[src/rtl/prbs_bist_pkg.sv]
package prbs_bist_pkg;
  localparam int unsigned NCH    = 6;
  localparam int unsigned WORD_W = 10;
  localparam int unsigned SEL_W  = 3;
  localparam int unsigned PRBS_W = 15;

  typedef struct packed {
    logic [PRBS_W-1:0] hist;
    logic [WORD_W-1:0] word;
  } prbs_step_t;

  // Advance one word: predicted word out, history fed either from the
  // received bits (seeding) or from the generator itself (free-run).
  function automatic prbs_step_t prbs_advance(input logic [PRBS_W-1:0] h_in,
                                              input logic [WORD_W-1:0] rx,
                                              input logic load);
    prbs_step_t r;
    logic [PRBS_W-1:0] h;
    logic nb;
    h = h_in;
    r.word = '0;
    for (int i = 0; i < WORD_W; i++) begin
      nb = h[13] ^ h[14];
      r.word[i] = nb;
      h = {h[PRBS_W-2:0], load ? rx[i] : nb};
    end
    r.hist = h;
    return r;
  endfunction
endpackage

[src/rtl/act_filter.sv]
module act_filter #(
  parameter int unsigned HOLD = 4
) (
  input  logic clk,
  input  logic rst_n,
  input  logic a_i,
  output logic state_o
);
  localparam int unsigned CW = (HOLD > 1) ? $clog2(HOLD) : 1;
  logic [CW-1:0] cnt;

  always_ff @(posedge clk) begin
    if (!rst_n) begin
      state_o <= 1'b0;
      cnt     <= '0;
    end else if (a_i == state_o) begin
      cnt <= '0;
    end else if (cnt == CW'(HOLD - 1)) begin
      state_o <= a_i;
      cnt     <= '0;
    end else begin
      cnt <= cnt + 1'b1;
    end
  end
endmodule

[src/rtl/sel_decode.sv]
module sel_decode
  import prbs_bist_pkg::*;
#(
  parameter int unsigned LANES = NCH
) (
  input  logic             act_i,
  input  logic [SEL_W-1:0] sel_i,
  output logic [LANES-1:0] en_o
);
  localparam logic [SEL_W-1:0] ALL_CODE = SEL_W'(LANES);

  for (genvar k = 0; k < LANES; k++) begin : g_lane
    assign en_o[k] = act_i && ((sel_i == SEL_W'(k)) || (sel_i == ALL_CODE));
  end
endmodule

[src/rtl/run_ctrl.sv]
module run_ctrl #(
  parameter int unsigned RUN_WORDS = 64
) (
  input  logic clk,
  input  logic rst_n,
  input  logic start_i,
  output logic running_o,
  output logic clr_o,
  output logic fin_o
);
  localparam int unsigned WC = (RUN_WORDS > 1) ? $clog2(RUN_WORDS) : 1;
  logic [WC-1:0] wcnt;

  assign clr_o = start_i && !running_o;

  always_ff @(posedge clk) begin
    if (!rst_n) begin
      running_o <= 1'b0;
      wcnt      <= '0;
      fin_o     <= 1'b0;
    end else begin
      fin_o <= 1'b0;
      if (running_o) begin
        if (wcnt == WC'(RUN_WORDS - 1)) begin
          running_o <= 1'b0;
          fin_o     <= 1'b1;
        end else begin
          wcnt <= wcnt + 1'b1;
        end
      end else if (start_i) begin
        running_o <= 1'b1;
        wcnt      <= '0;
      end
    end
  end
endmodule

[src/rtl/lane_checker.sv]
module lane_checker
  import prbs_bist_pkg::*;
#(
  parameter int unsigned ERRW = 10
) (
  input  logic              clk,
  input  logic              rst_n,
  input  logic              chk_en_i,
  input  logic              show_i,
  input  logic              bitmode_i,
  input  logic              cnt_en_i,
  input  logic              cnt_clr_i,
  input  logic [WORD_W-1:0] rx_word_i,
  input  logic              rx_lock_i,
  output logic [WORD_W-1:0] out_word_o,
  output logic              out_lock_o,
  output logic [ERRW-1:0]   err_cnt_o
);
  localparam logic [1:0] PH_CHECK = 2'd2;

  logic [PRBS_W-1:0] hist;
  logic [1:0]        phase;
  logic              gross;
  prbs_step_t        nxt;
  logic              checking;
  logic [WORD_W-1:0] err;
  logic              gross_n;
  logic [ERRW-1:0]   pop;

  always_comb begin
    nxt      = prbs_advance(hist, rx_word_i, phase != PH_CHECK);
    checking = chk_en_i && (phase == PH_CHECK);
    err      = checking ? (rx_word_i ^ nxt.word) : '0;
    gross_n  = gross | (|err);
    pop      = ERRW'($countones(err));
  end

  always_ff @(posedge clk) begin
    if (!rst_n) begin
      hist       <= '0;
      phase      <= '0;
      gross      <= 1'b0;
      out_word_o <= '1;
      out_lock_o <= 1'b1;
      err_cnt_o  <= '0;
    end else begin
      if (!chk_en_i) begin
        phase <= '0;
        gross <= 1'b0;
      end else begin
        hist  <= nxt.hist;
        gross <= gross_n;
        if (phase != PH_CHECK) phase <= phase + 1'b1;
      end
      out_lock_o <= show_i ? 1'b0 : rx_lock_i;
      if (!show_i)        out_word_o <= rx_word_i;
      else if (bitmode_i) out_word_o <= err;
      else                out_word_o <= {WORD_W{gross_n}};
      if (cnt_clr_i)                 err_cnt_o <= '0;
      else if (cnt_en_i && checking) err_cnt_o <= err_cnt_o + pop;
    end
  end
endmodule

[src/rtl/prbs_bist_ctrl.sv]
module prbs_bist_ctrl
  import prbs_bist_pkg::*;
#(
  parameter int unsigned RUN_WORDS = 64,
  parameter int unsigned ACT_HOLD  = 4
) (
  input  logic                    clk,
  input  logic                    rst_n,
  input  logic                    act_i,
  input  logic [SEL_W-1:0]        sel_i,
  input  logic                    bitmode_i,
  input  logic                    run_start_i,
  input  logic [NCH*WORD_W-1:0]   rx_data_i,
  input  logic [NCH-1:0]          rx_lock_i,
  output logic [NCH*WORD_W-1:0]   out_data_o,
  output logic [NCH-1:0]          out_lock_o,
  output logic [2*NCH-1:0]        result_o
);
  localparam longint unsigned RUN_BITS  = longint'(RUN_WORDS) * WORD_W;
  localparam longint unsigned ERR_LIMIT = (RUN_BITS - 1) / 64'd10_000_000;
  localparam int unsigned     ERRW      = $clog2(RUN_BITS + 1);

  logic            act_q;
  logic [NCH-1:0]  bist_en;
  logic            running, run_clr, run_fin;
  logic [ERRW-1:0] errc [NCH];

  act_filter #(.HOLD(ACT_HOLD)) u_filt (
    .clk(clk), .rst_n(rst_n), .a_i(act_i), .state_o(act_q)
  );

  sel_decode #(.LANES(NCH)) u_dec (
    .act_i(act_q), .sel_i(sel_i), .en_o(bist_en)
  );

  run_ctrl #(.RUN_WORDS(RUN_WORDS)) u_run (
    .clk(clk), .rst_n(rst_n), .start_i(run_start_i),
    .running_o(running), .clr_o(run_clr), .fin_o(run_fin)
  );

  for (genvar k = 0; k < NCH; k++) begin : g_lane
    lane_checker #(.ERRW(ERRW)) u_lane (
      .clk(clk), .rst_n(rst_n),
      .chk_en_i(running | bist_en[k]),
      .show_i(bist_en[k]),
      .bitmode_i(bitmode_i),
      .cnt_en_i(running),
      .cnt_clr_i(run_clr),
      .rx_word_i(rx_data_i[k*WORD_W +: WORD_W]),
      .rx_lock_i(rx_lock_i[k]),
      .out_word_o(out_data_o[k*WORD_W +: WORD_W]),
      .out_lock_o(out_lock_o[k]),
      .err_cnt_o(errc[k])
    );

    always_ff @(posedge clk) begin
      if (!rst_n || run_clr) begin
        result_o[2*k+1 -: 2] <= 2'b00;
      end else if (run_fin) begin
        result_o[2*k+1] <= 1'b1;
        result_o[2*k]   <= (64'(errc[k]) <= ERR_LIMIT);
      end
    end
  end
endmodule

[config.mk]
export PLATFORM = sky130hd
export DESIGN_NAME = prbs_bist_ctrl
export DESIGN_NICKNAME = d
export VERILOG_FILES = /design/src/rtl/prbs_bist_pkg.sv /design/src/rtl/act_filter.sv /design/src/rtl/sel_decode.sv /design/src/rtl/run_ctrl.sv /design/src/rtl/lane_checker.sv /design/src/rtl/prbs_bist_ctrl.sv
export SDC_FILE = /design/constraint.sdc
export NUM_CORES = 1
export LEC_CHECK = 0
export ABC_AREA = 1
export BUFFER_PORTS_ARGS = -buffer_cell sky130_fd_sc_hd__buf_2
export CAP_MARGIN = 20
export CORE_UTILIZATION = 55
export CTS_BUF_LIST = sky130_fd_sc_hd__clkbuf_16
export CTS_CLUSTER_DIAMETER = 50
export DETAILED_ROUTE_END_ITERATION = 6
export GPL_ROUTABILITY_DRIVEN = 0
export GPL_TIMING_DRIVEN = 0
export PLACE_DENSITY = 0.84
export SLEW_MARGIN = 5
export SYNTH_ARGS = -nofsm -noshare
export SYNTH_HDL_FRONTEND = slang
export SYNTH_HIERARCHICAL = 1
export SYNTH_SLANG_ARGS = --single-unit
[constraint.sdc]
create_clock -name clk -period 6.5 [get_ports clk]
set_input_delay 0.65 -clock clk [delete_from_list [all_inputs] [get_ports clk]]
set_output_delay 0.65 -clock clk [all_outputs]
set_load 0.02 [all_outputs]
== After elaboration in Yosys (flattened, before gate mapping) ==
Index checks and enable logic that the tools add are counted.
Storage, ports and cells
  word-level logic and storage cells: 361
  output and inout port bits: 78
  input port bits: 74
  flip-flop bits (word level): 257
Operators by class
  $add $sub $neg: 68
  reduce and logical (&&, ||, !) cells: 47
  bitwise operators: 80
  muxes and demuxes: 91
  $lt $le $gt $ge: 6
  eq/ne operators: 22
Operators with widths (count)
  $add 10x10->10: 30
  $mux 10: 18
  $mux 1: 70
  $add 1x1->2: 30
  $le 10x1->1 const B: 6
  $reduce_or 10->1: 6
  $xor 1x1->1: 60
  $xor 10x10->10: 6
  $logic_and 1x1->1: 19
  $mux 6: 3
  $reduce_and 2->1: 9
  $add 2x1->2 const B: 7
  $eq 2x2->1 const B: 7
  $ne 2x2->1 const B: 7
  $or 1x1->1: 12
  $eq 3x3->1 const B: 3
  $logic_or 1x1->1: 7
  $add 6x1->6 const B: 1
  $eq 3x2->1 const B: 2
  $eq 6x6->1 const B: 1
  $eq 3x1->1 const B: 1
  $logic_not 3->1: 1
  $reduce_or 3->1: 1
  $logic_not 1->1: 2
  other kinds (4): 5

== Logic depth before layout (Yosys ltp) ==
Gate-level depths: netlist of run 1.
  depth in word-level cells: 11
  depth in mapped cells: 31
  depth with buffers taken out: 30

== Cells and area by module ==
Netlist of run 1, hierarchy kept.
Modules (own cells, without submodules)
  lane_checker at g_lane[3].u_lane ...: cells each 351, times used 2, area each 2444.8 um^2, sequential area each 780.7 um^2
  lane_checker at g_lane[5].u_lane: cells each 346, times used 1, area each 2501.1 um^2, sequential area each 780.7 um^2
  lane_checker at g_lane[0].u_lane: cells each 346, times used 1, area each 2463.6 um^2, sequential area each 780.7 um^2
  lane_checker at g_lane[2].u_lane: cells each 351, times used 1, area each 2462.4 um^2, sequential area each 780.7 um^2
  lane_checker at g_lane[1].u_lane: cells each 347, times used 1, area each 2459.9 um^2, sequential area each 780.7 um^2
  prbs_bist_ctrl: cells each 88, times used 1, area each 504.2 um^2, sequential area each 140.1 um^2
  run_ctrl: cells each 51, times used 1, area each 392.9 um^2, sequential area each 160.2 um^2
  act_filter: cells each 18, times used 1, area each 136.4 um^2, sequential area each 60.1 um^2
  sel_decode: cells each 18, times used 1, area each 82.6 um^2, sequential area each 0.0 um^2

== Least setup slack after synthesis of run 1 ==
No wires, ideal clock.
  kind: input to register
  from: input sel_i[2]
  to: register g_lane[3].u_lane.err_cnt_o[8]
  arrival time: 5.494 ns
  cell stages on the path: 28
  data required time: 6.388 ns
  setup time: 0.112 ns
  path buffers: 2
  setup slack: 0.895 ns
  cells stage by stage: inv_1 > nand2_1 > a21oi_1 > or2_2 > buf_6 > nand2_4 > inv_2 > buf_6 > nand3_1 > inv_1 > fa_1 > inv_1 > fa_1 > fa_1 > inv_1 > ha_1 > fa_1 > ha_1 > inv_1 > fa_1 > o21ai_0 > nand2_1 > a21oi_1 > nand2_1 > inv_1 > nand3_1 > nand2_1 > nor2_1
Between the ends
  cells in the longest elaborated chain, start to end: 11
  elaborated cells on any way between the ends: 18
  classes of those cells: add/sub (10); eq/ne (2); mux (1); bitwise (1); reduce/logical (4)
Ends and longest elaborated chain
  start, declared: line prbs_bist_ctrl.sv:10  | input logic [SEL_W-1:0] sel_i,
  $eq 3x2->1 or $eq 3x3->1 (tied branches): line sel_decode.sv:13  | assign en_o[k] = act_i && ((sel_i == SEL_W'(k)) || (sel_i == ALL_CODE));
  $logic_or 1x1->1 *: line sel_decode.sv:13
  $logic_and 1x1->1 *: line sel_decode.sv:13
  net bist_en[3]: line prbs_bist_ctrl.sv:24  | logic [NCH-1:0] bist_en;
  $or 1x1->1 *: line prbs_bist_ctrl.sv:44  | .chk_en_i(running | bist_en[k]),
  $logic_and 1x1->1 *: line lane_checker.sv:32  | checking = chk_en_i && (phase == PH_CHECK);
  $mux 10: line lane_checker.sv:33  | err = checking ? (rx_word_i ^ nxt.word) : '0;
  $add 1x1->2 (not written as such): line lane_checker.sv:35  | pop = ERRW'($countones(err));
  $add 10x10->10 (not written as such) (3 in a row): line lane_checker.sv:35
  $add 10x10->10: line lane_checker.sv:60  | else if (cnt_en_i && checking) err_cnt_o <= err_cnt_o + pop;
  end signal, assigned: line lane_checker.sv:60
  end, declared: line lane_checker.sv:17  | output logic [ERRW-1:0] err_cnt_o
The timed path passes the listed nets; every way through them passes the cells marked *.
A chain may end at the register's enable or synchronous reset.

== Final worst setup path of run 1 ==
  from: register u_run.running_o
  to: register g_lane[4].u_lane.err_cnt_o[8]
Between the ends
  cells in the longest elaborated chain, start to end: 8
  elaborated cells on any way between the ends: 17
  classes of those cells: add/sub (10); mux (1); bitwise (1); reduce/logical (5)
Ends and longest elaborated chain
  start, declared: line run_ctrl.sv:7  | output logic running_o,
  start signal, assigned: line run_ctrl.sv:18  | running_o <= 1'b0;
  start signal, assigned: line run_ctrl.sv:25  | running_o <= 1'b0;
  start signal, assigned: line run_ctrl.sv:31  | running_o <= 1'b1;
  $or 1x1->1: line prbs_bist_ctrl.sv:44
  $logic_and 1x1->1: line lane_checker.sv:32
  $mux 10: line lane_checker.sv:33
  $add 1x1->2 (not written as such): line lane_checker.sv:35
  $add 10x10->10 (not written as such) (3 in a row): line lane_checker.sv:35
  $add 10x10->10: line lane_checker.sv:60
  end signal, assigned: line lane_checker.sv:60
  end, declared: line lane_checker.sv:17
Parallel ways exist; a longest one is shown, timed or not.

==> results of run 1 <==
==> cell usage in the layout (no fill, tap or decap), types with 24 or more instances in the layout <==
cell type	n
a221oi_1	35
nand4_1	28
o21ai_0	104
clkbuf_16	37
inv_2	29
buf_2	156
a21oi_1	233
fa_1	36
xor2_1	24
clkbuf_1	41
nand3_2	32
nand2_1	592
inv_1	305
nor2_1	131
nand3_1	166
ha_1	80
dfxtp_1	252
==> worst min-delay path by stage <==
stage / start / to / slack [ps] / cells past startpoint
2_1_floorplan: u_filt/cnt[0] / u_filt/cnt[0] / 400 / 1
3_3_place_gp: u_filt/cnt[0] / u_filt/cnt[0] / 400 / 1
3_5_place_dp: u_filt/cnt[0] / u_filt/cnt[0] / 420 / 1
4_1_cts: rx_lock_i[1] / g_lane[1].u_lane/out_lock_o / 320 / 3
5_1_grt: rx_lock_i[1] / g_lane[1].u_lane/out_lock_o / 330 / 3
6_report: rx_lock_i[1] / g_lane[1].u_lane/out_lock_o / 330 / 3
==> per-stage QoR <==
step	power [mW]	area, µm²	setup WS (ps)	hold WS (ps)	cells
finish	4.09	18300	597	334	2858
global route	4.27	18300	132	327	2857
CTS	4.12	18300	529	316	2856
detailed placement	2.25	17100	199	417	2796
global placement	2.23	17100	313	405	2796
floorplan	2.08	15900	895	396	2267
==> synthesized netlist by cell type, drive strengths merged <==
master / n / area [µm²]
nand2: 623 / 2480
inv: 332 / 1250
dfxtp: 252 / 5040
a21oi: 235 / 1180
nand3: 205 / 1270
nor2: 153 / 679
o21ai: 107 / 536
ha: 80 / 1000
clkbuf: 41 / 154
fa: 36 / 721
a221oi: 35 / 307
buf: 30 / 243
nand4: 28 / 175
xor2: 24 / 210
o21bai: 20 / 161
or2: 20 / 125
nand3b: 12 / 93.8
xnor2: 12 / 105
clkinv: 6 / 22.5
a211oi: 5 / 37.5
a21boi: 4 / 41.3
o21a: 4 / 30.0
nor3b: 1 / 7.51
nor4: 1 / 6.26
o211ai: 1 / 7.51
==> per-layer routing <==
| metal | vias up | wire length (µm) | share of wire [%] | track usage (%) |
|---|---|---|---|---|
| met4 | 0 | 1400 | 3.5 | 11.3 |
| met3 | 109 | 2540 | 6.4 | 3.98 |
| met5 | - | 0 | 0 | 0 |
| met1 | 7082 | 16700 | 42 | 32.4 |
| li1 | 7709 | - | - | - |
| met2 | 526 | 19100 | 48 | 47.3 |
==> cells by family after synthesis <==
kind of cell             count (synthesis)  share of synthesized area, %
AND/OR/NAND/NOR                       1043                          30.4
adder cells (fa/ha/maj)                116                          10.8
buffers and inverters                  409                          10.5
XOR/XNOR                                36                          1.98
AO/OA/AOI/OAI                          411                          14.5
flip-flops                             252                          31.7
==> tightest hold or removal path, delay by kind of cell <==
| kind | cells | cell delay, ps |
|---|---|---|
| buffers and inverters | 1 | 70 |
| AND/OR/NAND/NOR | 2 | 80 |
==> state kept, by name (all words and copies together), names as in the netlist <==
signal / flops
g_lane.u_lane/hist: 90
g_lane.u_lane/err_cnt_o: 60
g_lane.u_lane/out_word_o: 60
g_lane.u_lane/phase: 12
result_o: 7
g_lane.u_lane/gross: 6
g_lane.u_lane/out_lock_o: 6
u_run/wcnt: 6
u_filt/cnt: 2
u_filt/state_o: 1
u_run/fin_o: 1
u_run/running_o: 1
==> cell type report <==
| type | instances | area (µm²) | area share [%] |
|---|---|---|---|
| multi-input combinational | 1606 | 9180 | 50.2 |
| sequential | 252 | 5040 | 27.6 |
| inverter | 338 | 1270 | 6.97 |
| clock buffer | 37 | 926 | 5.07 |
| timing repair buffer | 151 | 756 | 4.14 |
| tap | 378 | 473 | 2.59 |
| buffer | 71 | 397 | 2.17 |
| clock inverter | 23 | 213 | 1.16 |
| antenna | 2 | 5.00 | 0.0274 |
==> power groups by stage <==
stage          logic [mW]  registers [mW]  clock network (mW)
6_report            0.546            1.68                1.86
5_1_grt             0.610            1.69                1.97
4_1_cts             0.538            1.68                1.90
3_5_place_dp        0.535            1.71                   0
3_3_place_gp        0.517            1.71                   0
2_1_floorplan       0.350            1.73                   0
==> out/results.ini, run 1 <==
[timing]
rsz0062_at_grt=false
max_freq_ghz=0.169
maxSlewViolCount=0
fin_skew_ps=17.6
worst_pin_slew_ps=772
setup_viol=0
tns_ps=0
hold_violations=0
min_period_ps=5900
fin_crit_sh_pct=90.8
relSlewSlack_pct=48.4

[worst_setup_path]
cpMaxStageDelayCell=dfxtp_1
crit_type=register to register
timing.rr.end=g_lane[4].u_lane/err_cnt_o[8]
start_kind=register
crit_path_start=u_run/running_o
rrSetupSlack_ps=600
crit_fanout=15
cp_top_family=adder cells
worst-path-stages=25
cp-end-kind=register
required_ps=6890
crit_buf_inv=8
ff2ff_path_depth=25
crit_arrival_ps=6290
setup.worst_path.end=g_lane[4].u_lane/err_cnt_o[8]
r2r_start=u_run/running_o
crit_path_max_incr_delay_ps=560

[flow_run]
cap_viol_max_count=0

[yosys]
synthesis.area_um2=15900
syn-num-nets=2457
yosys.cell_types.count=44
ys_seq_elements=252
synthCells=2267
ys_warn_count=6
syn_area_per_cell_um2=7.01
ys_seq_area_share_pct=31.7

[cells_and_area]
fillers=2527
layout-drive-gt1-share_pct=15.1
finalNetCount=2645
area_delta_synth_final_pct=14.9
fin_util_pct=65.0

[route]
wire_per_inst_um=13.9
drtIter0Drc=1150
via_per_inst=5.40
drt-total-wl_um=39800
first_pass_iters=6
antenna_left=0
drc_errors=0
vias=15400

[pwr]
irDropWorstVdd_v=0.000176
p_sw_mw=1.13
p_seq_share_pct=41.1
p_comb_share_pct=13.4
p_int_mw=2.96
p_sw_share_pct=27.6
powerDensity_nw_per_um2=224
p_leak_nw=9.26
p_clk_share_pct=45.5

[hold_path]
hold_class=input pin to register

[die]
die-area_um2=29600
pin_count=152
coreArea_um2=28100
rows=61
die_y_um=172
die_x_um=172
initial_utilization_pct=56.6

[grt]
grt_use_total_pct=26.8
grt_pass1_vias=14600
antenna_found_initial=1
grt-ovfl-total=0
grt_max_degree=26
grt_pass1_wl_um=65500

[cts]
postCtsHoldBufs=0
numCtsBuffers=35
cts_resized=0
tritoncts=yes
clk_path_buf_depth=3
postCtsSetupBuffers=0
cts_max_level=2
clock-sinks=252
root_buffer=clkbuf_16
worstSkewPairLatency_ps=510
clkSlewWorstSetupHoldPaths_ps=50

[place]
io_buffer_count=151
dp_hpwl_um=30200

[status]
outcome=complete, no violations

(Power assumes the default switching activity.)
==> inputs of run 2 (changes only) <==
--- a/config.mk
+++ b/config.mk
@@ -5,7 +5,6 @@
 export SDC_FILE = /design/constraint.sdc
 export NUM_CORES = 1
 export LEC_CHECK = 0
-export ABC_AREA = 1
 export BUFFER_PORTS_ARGS = -buffer_cell sky130_fd_sc_hd__buf_2
 export CAP_MARGIN = 20
 export CORE_UTILIZATION = 55
==> out/results.ini, run 2 <==
[pwr]
irDropWorstVdd_v=0.000242
p_clk_share_pct=43.0
p_comb_share_pct=12.9
p_leak_nw=8.23
powerDensity_nw_per_um2=205
p_sw_uw=988
total_power_mw=3.73
p_int_mw=2.74
p_seq_share_pct=44.1
p_sw_share_pct=26.5

[timing]
fin_crit_sh_pct=92.8
rsz0062_at_grt=false
setup_viol=0
max_freq_ghz=0.166
fin_ws_ps=469
min_period_ps=6030
fin_skew_ps=10.6
relSlewSlack_pct=48.4
tns_ps=0
hold_violations=0
worst_pin_slew_ps=775
maxSlewViolCount=0
hold_ws_ps=332

[yosys]
syn_area_per_cell_um2=8.65
synthesis.area_um2=16000
synth_top_area_share_pct=31.6
ys_seq_elements=252
yosys-top-cells-count=dfxtp_1 (252), nand2_1 (189), inv_1 (171)
ys_top_cells_by_area=dfxtp_1 (32%), mux2i_1 (6.5%), ha_1 (6.3%)
synth-edff-count=0
yosys.cell_types.count=70
ys_seq_area_share_pct=31.6
ys_warn_count=6
async_reset_ff_share_pct=0
synthCells=1846
syn-num-nets=2036
synthFlopType=dfxtp_1
synth_area_leader_cell=dfxtp_1
yosysMostFrequentCell=dfxtp_1

[cells_and_area]
finish.instance_area_um2=18200
area_delta_synth_final_pct=13.8
largest_reg_flops=90
largest_registers=g_lane.u_lane/hist: 90 flops, g_lane.u_lane/err_cnt_o: 60 flops, g_lane.u_lane/out_word_o: 60 flops
layout_common_cells=dfxtp_1 (251), nand2_1 (189), inv_1 (173)
seqCellArea_um2=5050
diodes=0
fin_util_pct=63.5
instances_no_fill=2435
final_common_cell=dfxtp_1
top_register=g_lane.u_lane/hist
finalNetCount=2220
fillers=2365
layout-drive-gt1-share_pct=14.2
multiInputGateArea_um2=9720

[worst_setup_path]
cpMaxStageDelayCell=fa_1
worst-path-stages=23
path_cells=or2b_1 -> o22ai_1 -> or2_2 -> buf_2 -> and2_1 -> clkbuf_1 -> nand2_1 -> inv_1 -> fa_1 -> inv_1 -> fa_1 -> fa_1 -> inv_1 -> ha_1 -> fa_1 -> ha_1 -> inv_1 -> fa_1 -> nor2b_1 -> o21a_1 -> o21ai_0 -> a2111o_1 -> o21ai_0
crit_arrival_ps=6510
cp-end-kind=register
required_ps=6980
rrSetupSlack_ps=470
start_kind=register
cp_top_family=adder cells
crit_path_max_incr_delay_ps=550
crit_type=register to register
ff2ff_path_depth=23
crit_buf_inv=6
crit_fanout=8
cp_common_cell=fa_1

[cts]
clk_path_buf_depth=3
clkSlewWorstSetupHoldPaths_ps=60
clock-sinks=252
cts_max_level=1
numCtsBuffers=31
tritoncts=yes
worstSkewPairLatency_ps=560
root_buffer=clkbuf_16

[place]
dp_hpwl_um=26700
pre_cts_ws_ps=-245
io_buffer_count=151
place_area_um2=17200
place_inst=2381

[hold_path]
hold_class=input pin to register
min_path_cells=3

[die]
rows=62
initial_utilization_pct=55.8
die_y_um=172
coreArea_um2=28600
die-area_um2=29700
die_x_um=172
pin_count=152

[status]
outcome=complete, no violations

[route]
vias=13100
via_per_inst=5.37
drtIter0Drc=756
drt-total-wl_um=35600
drc_errors=0
first_pass_iters=5
antenna_left=0
wire_per_inst_um=14.6

[grt]
antenna_found_initial=2
grt_pass1_vias=12700
grt_pass1_wl_um=58500
grt_use_total_pct=23.9
grt_max_degree=23
grt-ovfl-total=0

[flow_run]
cap_viol_max_count=0

run 2: logic make-up after synthesis:
kind of cell / synth area share (%)
flops: 31.6
mux: 7.30
fa+ha+maj: 10.8
compound gates: 14.0
simple gates: 19.1
buf+inv: 7.67
xor+xnor: 9.59
run 2: area by class of cell:
type,count,area share (%)
plain buffers,105,3.22
clock buffers,31,4.27
clock inverters,23,0.971
inverters,171,3.53
multi-input cells,1318,53.4
flip-flops and latches,252,27.8
well taps,384,2.64
repair buffers,151,4.16
run 2: power groups by stage:
stage	clock, mW	sequential [mW]	combinational, mW
floorplan	0	1.69	0.317
global placement	0	1.67	0.464
detailed placement	0	1.68	0.475
CTS	1.63	1.64	0.480
global route	1.70	1.65	0.527
finish	1.60	1.64	0.482
run 2: per-layer routing:
metal | vias up | track usage (%) | share of wire, %
li1 | 6524 | - | -
met1 | 6091 | 30.1 | 44
met2 | 393 | 41.5 | 48
met3 | 78 | 3.50 | 5.7
met4 | 2 | 8.04 | 2.6
met5 | - | 0 | 0.031
run 2: worst register-to-register path, delay by kind of cell, from the launching register on:
| family | cells | cell delay, ps |
|---|---|---|
| and+or+nand+nor | 5 | 860 |
| AOI/OAI and AO/OA | 5 | 1060 |
| adders and majority gates | 7 | 2830 |
| buffers and inverters | 6 | 760 |
| DFF | 1 | 440 |
run 2: path summary, 6_finish.rpt:
kind                                     start                            end
worst max-delay path            u_filt/state_o  g_lane[1].u_lane/err_cnt_o[6]
worst min-delay path              rx_lock_i[1]    g_lane[1].u_lane/out_lock_o
worst max register to register  u_filt/state_o  g_lane[1].u_lane/err_cnt_o[6]
worst min register to register   u_filt/cnt[0]                  u_filt/cnt[0]
run 2: timing repair:
item	CTS	global route
hold buffers	0	0
hold endpoints to repair	0	0
gates resized for setup	0	4
endpoints found under the setup margin	0	14
setup buffers	0	0
